**src/rtl/alu8_pkg.sv**
```systemverilog
package alu8_pkg;

    localparam int NUM_FLAGS = 6;
    localparam int FLAG_C    = 0;
    localparam int FLAG_Z    = 1;
    localparam int FLAG_N    = 2;
    localparam int FLAG_V    = 3;
    localparam int FLAG_S    = 4;
    localparam int FLAG_H    = 5;

    localparam logic [NUM_FLAGS-1:0] MASK_NONE  = 6'b000000;
    localparam logic [NUM_FLAGS-1:0] MASK_ARITH = 6'b111111;
    localparam logic [NUM_FLAGS-1:0] MASK_LOGIC = 6'b011110;
    localparam logic [NUM_FLAGS-1:0] MASK_COMPL = 6'b011111;

    typedef enum logic [4:0] {
        OP_ADD  = 5'd0,
        OP_ADC  = 5'd1,
        OP_SUB  = 5'd2,
        OP_SUBI = 5'd3,
        OP_SBC  = 5'd4,
        OP_SBCI = 5'd5,
        OP_AND  = 5'd6,
        OP_ANDI = 5'd7,
        OP_OR   = 5'd8,
        OP_ORI  = 5'd9,
        OP_XOR  = 5'd10,
        OP_COM  = 5'd11,
        OP_NEG  = 5'd12,
        OP_SBR  = 5'd13,
        OP_CBR  = 5'd14,
        OP_INC  = 5'd15,
        OP_DEC  = 5'd16,
        OP_TST  = 5'd17,
        OP_CLR  = 5'd18,
        OP_SER  = 5'd19,
        OP_CP   = 5'd20,
        OP_CPC  = 5'd21,
        OP_CPI  = 5'd22
    } alu_op_e;

    typedef enum logic [2:0] {
        LG_AND  = 3'd0,
        LG_OR   = 3'd1,
        LG_XOR  = 3'd2,
        LG_ANDN = 3'd3,
        LG_PASS = 3'd4,
        LG_NOT  = 3'd5,
        LG_ZERO = 3'd6,
        LG_ONES = 3'd7
    } logic_fn_e;

    typedef struct packed {
        logic                  arith;    // result comes from the adder
        logic                  sub;      // adder subtracts
        logic                  use_cin;  // carry flag enters the adder
        logic                  neg;      // operands become 0 and a
        logic                  unit_b;   // second operand forced to 1
        logic                  z_chain;  // zero flag ANDed with z_i
        logic                  c_one;    // carry forced to 1
        logic                  write;    // result is written back
        logic_fn_e             lfn;      // logic unit function
        logic [NUM_FLAGS-1:0]  mask;     // flags updated
    } alu_ctrl_t;

    function automatic alu_ctrl_t decode_op(input logic [4:0] code);
        alu_ctrl_t c;
        c      = '0;
        c.lfn  = LG_ZERO;
        c.mask = MASK_NONE;
        case (code)
            OP_ADD, OP_ADC: begin
                c.arith   = 1'b1;
                c.use_cin = (code == OP_ADC);
                c.write   = 1'b1;
                c.mask    = MASK_ARITH;
            end
            OP_SUB, OP_SUBI, OP_CP, OP_CPI: begin
                c.arith = 1'b1;
                c.sub   = 1'b1;
                c.write = (code == OP_SUB) || (code == OP_SUBI);
                c.mask  = MASK_ARITH;
            end
            OP_SBC, OP_SBCI, OP_CPC: begin
                c.arith   = 1'b1;
                c.sub     = 1'b1;
                c.use_cin = 1'b1;
                c.z_chain = 1'b1;
                c.write   = (code != OP_CPC);
                c.mask    = MASK_ARITH;
            end
            OP_NEG: begin
                c.arith = 1'b1;
                c.sub   = 1'b1;
                c.neg   = 1'b1;
                c.write = 1'b1;
                c.mask  = MASK_ARITH;
            end
            OP_INC, OP_DEC: begin
                c.arith  = 1'b1;
                c.sub    = (code == OP_DEC);
                c.unit_b = 1'b1;
                c.write  = 1'b1;
                c.mask   = MASK_LOGIC;
            end
            OP_AND, OP_ANDI: begin
                c.lfn = LG_AND;  c.write = 1'b1; c.mask = MASK_LOGIC;
            end
            OP_OR, OP_ORI, OP_SBR: begin
                c.lfn = LG_OR;   c.write = 1'b1; c.mask = MASK_LOGIC;
            end
            OP_XOR: begin
                c.lfn = LG_XOR;  c.write = 1'b1; c.mask = MASK_LOGIC;
            end
            OP_CBR: begin
                c.lfn = LG_ANDN; c.write = 1'b1; c.mask = MASK_LOGIC;
            end
            OP_TST: begin
                c.lfn = LG_PASS; c.write = 1'b1; c.mask = MASK_LOGIC;
            end
            OP_CLR: begin
                c.lfn = LG_ZERO; c.write = 1'b1; c.mask = MASK_LOGIC;
            end
            OP_COM: begin
                c.lfn   = LG_NOT;
                c.c_one = 1'b1;
                c.write = 1'b1;
                c.mask  = MASK_COMPL;
            end
            OP_SER: begin
                c.lfn = LG_ONES; c.write = 1'b1; c.mask = MASK_NONE;
            end
            default: begin
                c.lfn  = LG_ZERO;
                c.mask = MASK_NONE;
            end
        endcase
        return c;
    endfunction

endpackage

```
**src/rtl/alu8_addsub.sv**
```systemverilog
module alu8_addsub #(
    parameter int DATA_W = 8
) (
    input  logic [DATA_W-1:0] x_i,
    input  logic [DATA_W-1:0] y_i,
    input  logic              cin_i,
    input  logic              sub_i,
    output logic [DATA_W-1:0] sum_o,
    output logic              c_o,
    output logic              h_o,
    output logic              v_o
);
    localparam int HALF_W = DATA_W / 2;

    logic [DATA_W-1:0] y_eff;
    logic              cin_eff;
    logic [DATA_W:0]   full;
    logic [HALF_W:0]   low;

    always_comb begin
        y_eff   = sub_i ? ~y_i : y_i;
        cin_eff = sub_i ? ~cin_i : cin_i;
        full    = {1'b0, x_i} + {1'b0, y_eff} + {{DATA_W{1'b0}}, cin_eff};
        low     = {1'b0, x_i[HALF_W-1:0]} + {1'b0, y_eff[HALF_W-1:0]}
                + {{HALF_W{1'b0}}, cin_eff};
        sum_o   = full[DATA_W-1:0];
        // carry for add, borrow (inverted carry) for subtract
        c_o     = sub_i ? ~full[DATA_W] : full[DATA_W];
        h_o     = sub_i ? ~low[HALF_W]  : low[HALF_W];
        v_o     = (x_i[DATA_W-1] == y_eff[DATA_W-1]) &&
                  (full[DATA_W-1] != x_i[DATA_W-1]);
    end
endmodule

```
**src/rtl/alu8_logic.sv**
```systemverilog
module alu8_logic
    import alu8_pkg::*;
#(
    parameter int DATA_W = 8
) (
    input  logic [DATA_W-1:0] x_i,
    input  logic [DATA_W-1:0] y_i,
    input  logic_fn_e         fn_i,
    output logic [DATA_W-1:0] out_o
);
    always_comb begin
        case (fn_i)
            LG_AND:  out_o = x_i & y_i;
            LG_OR:   out_o = x_i | y_i;
            LG_XOR:  out_o = x_i ^ y_i;
            LG_ANDN: out_o = x_i & ~y_i;
            LG_PASS: out_o = x_i;
            LG_NOT:  out_o = ~x_i;
            LG_ONES: out_o = {DATA_W{1'b1}};
            default: out_o = '0;
        endcase
    end
endmodule

```
**src/rtl/alu8_flags.sv**
```systemverilog
module alu8_flags
    import alu8_pkg::*;
#(
    parameter int DATA_W = 8
) (
    input  logic [DATA_W-1:0]    res_i,
    input  logic                 arith_i,
    input  logic                 c_i,
    input  logic                 h_i,
    input  logic                 v_i,
    input  logic                 c_one_i,
    input  logic                 z_chain_i,
    input  logic                 z_prev_i,
    input  logic [NUM_FLAGS-1:0] mask_i,
    output logic [NUM_FLAGS-1:0] flags_o
);
    logic [NUM_FLAGS-1:0] raw;

    always_comb begin
        raw         = '0;
        raw[FLAG_Z] = (res_i == '0) && (!z_chain_i || z_prev_i);
        raw[FLAG_N] = res_i[DATA_W-1];
        raw[FLAG_V] = arith_i && v_i;
        raw[FLAG_C] = c_one_i || c_i;
        raw[FLAG_H] = h_i;
        raw[FLAG_S] = raw[FLAG_N] ^ raw[FLAG_V];
        flags_o     = raw & mask_i;
    end
endmodule

```
**src/rtl/alu8_core.sv**
```systemverilog
module alu8_core
    import alu8_pkg::*;
#(
    parameter int DATA_W = 8
) (
    input  logic [4:0]        op_i,
    input  logic [DATA_W-1:0] a_i,
    input  logic [DATA_W-1:0] b_i,
    input  logic              c_i,
    input  logic              z_i,
    output logic [DATA_W-1:0] res_o,
    output logic              wr_en_o,
    output logic [5:0]        flags_o,
    output logic [5:0]        upd_o
);
    localparam logic [DATA_W-1:0] ONE = {{(DATA_W-1){1'b0}}, 1'b1};

    alu_ctrl_t         ctrl;
    logic [DATA_W-1:0] add_x, add_y, sum, lres;
    logic              add_cin, add_c, add_h, add_v;

    always_comb begin
        ctrl    = decode_op(op_i);
        add_x   = ctrl.neg ? '0 : a_i;
        add_y   = ctrl.neg ? a_i : (ctrl.unit_b ? ONE : b_i);
        add_cin = ctrl.use_cin && c_i;
    end

    alu8_addsub #(.DATA_W(DATA_W)) u_addsub (
        .x_i   (add_x),
        .y_i   (add_y),
        .cin_i (add_cin),
        .sub_i (ctrl.sub),
        .sum_o (sum),
        .c_o   (add_c),
        .h_o   (add_h),
        .v_o   (add_v)
    );

    alu8_logic #(.DATA_W(DATA_W)) u_logic (
        .x_i   (a_i),
        .y_i   (b_i),
        .fn_i  (ctrl.lfn),
        .out_o (lres)
    );

    always_comb begin
        res_o   = ctrl.arith ? sum : lres;
        wr_en_o = ctrl.write;
        upd_o   = ctrl.mask;
    end

    alu8_flags #(.DATA_W(DATA_W)) u_flags (
        .res_i     (res_o),
        .arith_i   (ctrl.arith),
        .c_i       (add_c),
        .h_i       (add_h),
        .v_i       (add_v),
        .c_one_i   (ctrl.c_one),
        .z_chain_i (ctrl.z_chain),
        .z_prev_i  (z_i),
        .mask_i    (ctrl.mask),
        .flags_o   (flags_o)
    );
endmodule

```
**config.mk**
```make
export PLATFORM = sky130hd
export DESIGN_NAME = alu8_core
export DESIGN_NICKNAME = d
export VERILOG_FILES = /design/src/rtl/alu8_pkg.sv /design/src/rtl/alu8_addsub.sv /design/src/rtl/alu8_logic.sv /design/src/rtl/alu8_flags.sv /design/src/rtl/alu8_core.sv
export SDC_FILE = /design/constraint.sdc
export NUM_CORES = 1
export LEC_CHECK = 0
export ABC_AREA = 1
export ABC_CLOCK_PERIOD_IN_PS = 5800
export BUFFER_PORTS_ARGS = -buffer_cell sky130_fd_sc_hd__buf_4
export CAP_MARGIN = 25
export CORE_ASPECT_RATIO = 0.9
export CORE_MARGIN = 2
export CORE_UTILIZATION = 52
export DETAILED_ROUTE_END_ITERATION = 6
export PLACE_DENSITY_LB_ADDON = 0.2
export SETUP_SLACK_MARGIN = 0.1
export SYNTH_ARGS = -nofsm -noshare
export SYNTH_HDL_FRONTEND = slang
export SYNTH_SLANG_ARGS = --single-unit
```
**constraint.sdc**
```tcl
create_clock -name vclk -period 5.8
set_clock_uncertainty 0.15 [all_clocks]
set_input_delay 1.45 -clock vclk [all_inputs]
set_output_delay 1.45 -clock vclk [all_outputs]
set_load 0.005 [all_outputs]
```
==> flow_summary.ini <==
[final_layout]
area_delta_synth_final_pct = 56.5
final_area_um2 = 2690
antenna_cells = 0
nFillCells = 165
n_clock_buffer = 0
nets = 447
ff_latch_area_um2 = 0
seq_cells = 0
drive_gt1_share_pct = 39.3
multi_input_area_um2 = 1690
fin_util_pct = 86.9

[sta]
max_slew_margin_pct = 63.5
fmax_mhz = 171
setup_violations = 2
fin_crit_ns = 5.84
slew_viol_final = 0
hold_viol = 0
setup_ws_ns = -0.0352
fin_crit_sh_pct = 101
worst_pin_slew_ns = 0.546
rsz0062_at_grt = yes

[floorplan]
die_w_um = 64.5
pin_count = 44
start_util_pct = 55.5
fp.dieArea_um2 = 3770
die_h_um = 58.5
fp.coreArea_um2 = 3090
num_rows = 19

[synthesis]
yosysUniqueCellTypes = 27
yosysTopAreaCellShare_pct = 14.9
synth_common_cells = nand2_1, inv_1, nor2_1
synth.area.top_cells = nand2_1, inv_1, ha_1, nor2_1, nand3_1
yosysSeqAreaShare_pct = 0
avgSynthCellArea_um2 = 5.26
syn_area_um2 = 1720
synth_area_leader_cell = nand2_1
yosysWarningCount = 0
synth.most_common_cell = nand2_1
syn_nets = 366
synthesis.instances = 326

[worst_setup_path]
path_class = in2out
cp.arrival_ns = 4.24
cp-end-kind = output port
cp-start-kind = input pin
crit_path_top_delay_cell = fa_2
critPathBufInv = 4
path_delay_family = simple AND/OR/NAND/NOR gates
cp.required_ns = 4.20
path_max_fanout = 5
worstPathCellList = buf_6, nor2_4, nand2_2, inv_2, nand2_4, nand2_4, inv_2, nand3_1, o21ai_2, xnor2_2, fa_2, fa_2, nand4_1, nand3_2, xor2_1, nand2_1, nand3b_4, nor2_4, nand2_1, nor2_1, buf_4
slowest_delay_ns = 0.41

[grt]
antenna_found_initial = 0
grt_overflow_total = 0
grt_pass1_wl_um = 9780
grt_start_max_net_pins = 15
grt_pass1_vias = 2129
grt.total_usage_pct = 32.4

[pwr]
p_leak_nw = 1.53
total_power_mw = 0.374
p_per_area_nw_per_um2 = 139
worst_ir_drop_vdd_mv = 0.110

[route]
wirelength_um = 7800
via_per_inst = 6.09
postRouteAntennaNets = 0
drc = 0
drtIter0Drc = 333
wire_per_inst_um = 17.5
num_vias = 2720
dr.pass1.iters = 5

[placed_design]
post-place-ws_ns = 0.00654
routabilityCongestion = 1.02
dp_hpwl_um = 4540
port_buffers = 44
dpl_cell_area_um2 = 2130

[outcome]
status = complete, but fails checks
violations = negative setup slack

[clock_network]
postCtsHoldBufs = 0

[min_path]
hold_class = in2out

[flow_run]
maxCapViolCount = 0
[worst paths after layout]
kind,startpoint,end,depth (start not counted)
max,op_i[2],flags_o[1],21
min,a_i[5],res_o[5],6
[per-stage QoR]
stage,instances,TNS (ns),hold slack (ns)
CTS,427,0,3.20
finish,447,-0.0454,3.24
detailed placement,415,0,3.20
global placement,415,0,3.20
global route,447,-0.439,3.25
floorplan,326,0,2.95
[what timing repair did]
item                                    CTS  global route
gates resized for setup                   8            70
setup buffers                            12            20
cloned                                    0             0
endpoints found under the setup margin    3             7
pin swaps                                 1            27
[placed cells by master, fill, tap and decap left out, types with 8 or more instances in the layout]
cell type / Yosys / routed
o21ai_0: 14 / 12
xor2_1: 11 / 8
ha_1: 15 / 13
buf_4: 5 / 75
nand2_1: 68 / 55
inv_1: 55 / 52
inv_2: 8 / 8
nor2_1: 48 / 42
nand3_1: 35 / 29
nand4_1: 13 / 13
nand2_2: 9 / 17
nor2_4: 4 / 8
[per-layer routing]
metal	share of wire, %	up-vias	track usage, %	routed length (um)
li1	-	1203	-	-
met1	35	1172	42.0	2760
met2	44	262	57.4	3460
met3	11	83	2.87	889
met4	8.9	0	10.3	693
met5	0	-	0	0
[cells by family (layout without fill, tap and decap cells)]
| group | count (synthesis) | in the layout | share of synthesized area (%) |
|---|---|---|---|
| adder cells (fa/ha/maj) | 17 | 17 | 13.3 |
| buffers and inverters | 69 | 148 | 16.3 |
| AND/OR/NAND/NOR | 193 | 193 | 52.8 |
| XOR/XNOR | 15 | 15 | 7.66 |
| AO/OA/AOI/OAI | 32 | 32 | 9.99 |
[tightest hold or removal path: stages]
cell,delay [ns]
buf_4,0.08
nand3_1,0.08
nor2_1,0.09
nor2_1,0.05
nand3_2,0.08
buf_4,0.11
[layout make-up]
cell class                      count  area share [%]
Timing Repair Buffer               85            26.0
Multi-Input combinational cell    257            62.8
Inverter                           63            9.27
Tap cell                           42            1.96
[report_power, final]
group / internal (mW) / switching [mW]
clock: 0 / 0
sequential: 0 / 0
combinational: 0.170 / 0.204
(Power assumes the default switching activity.)
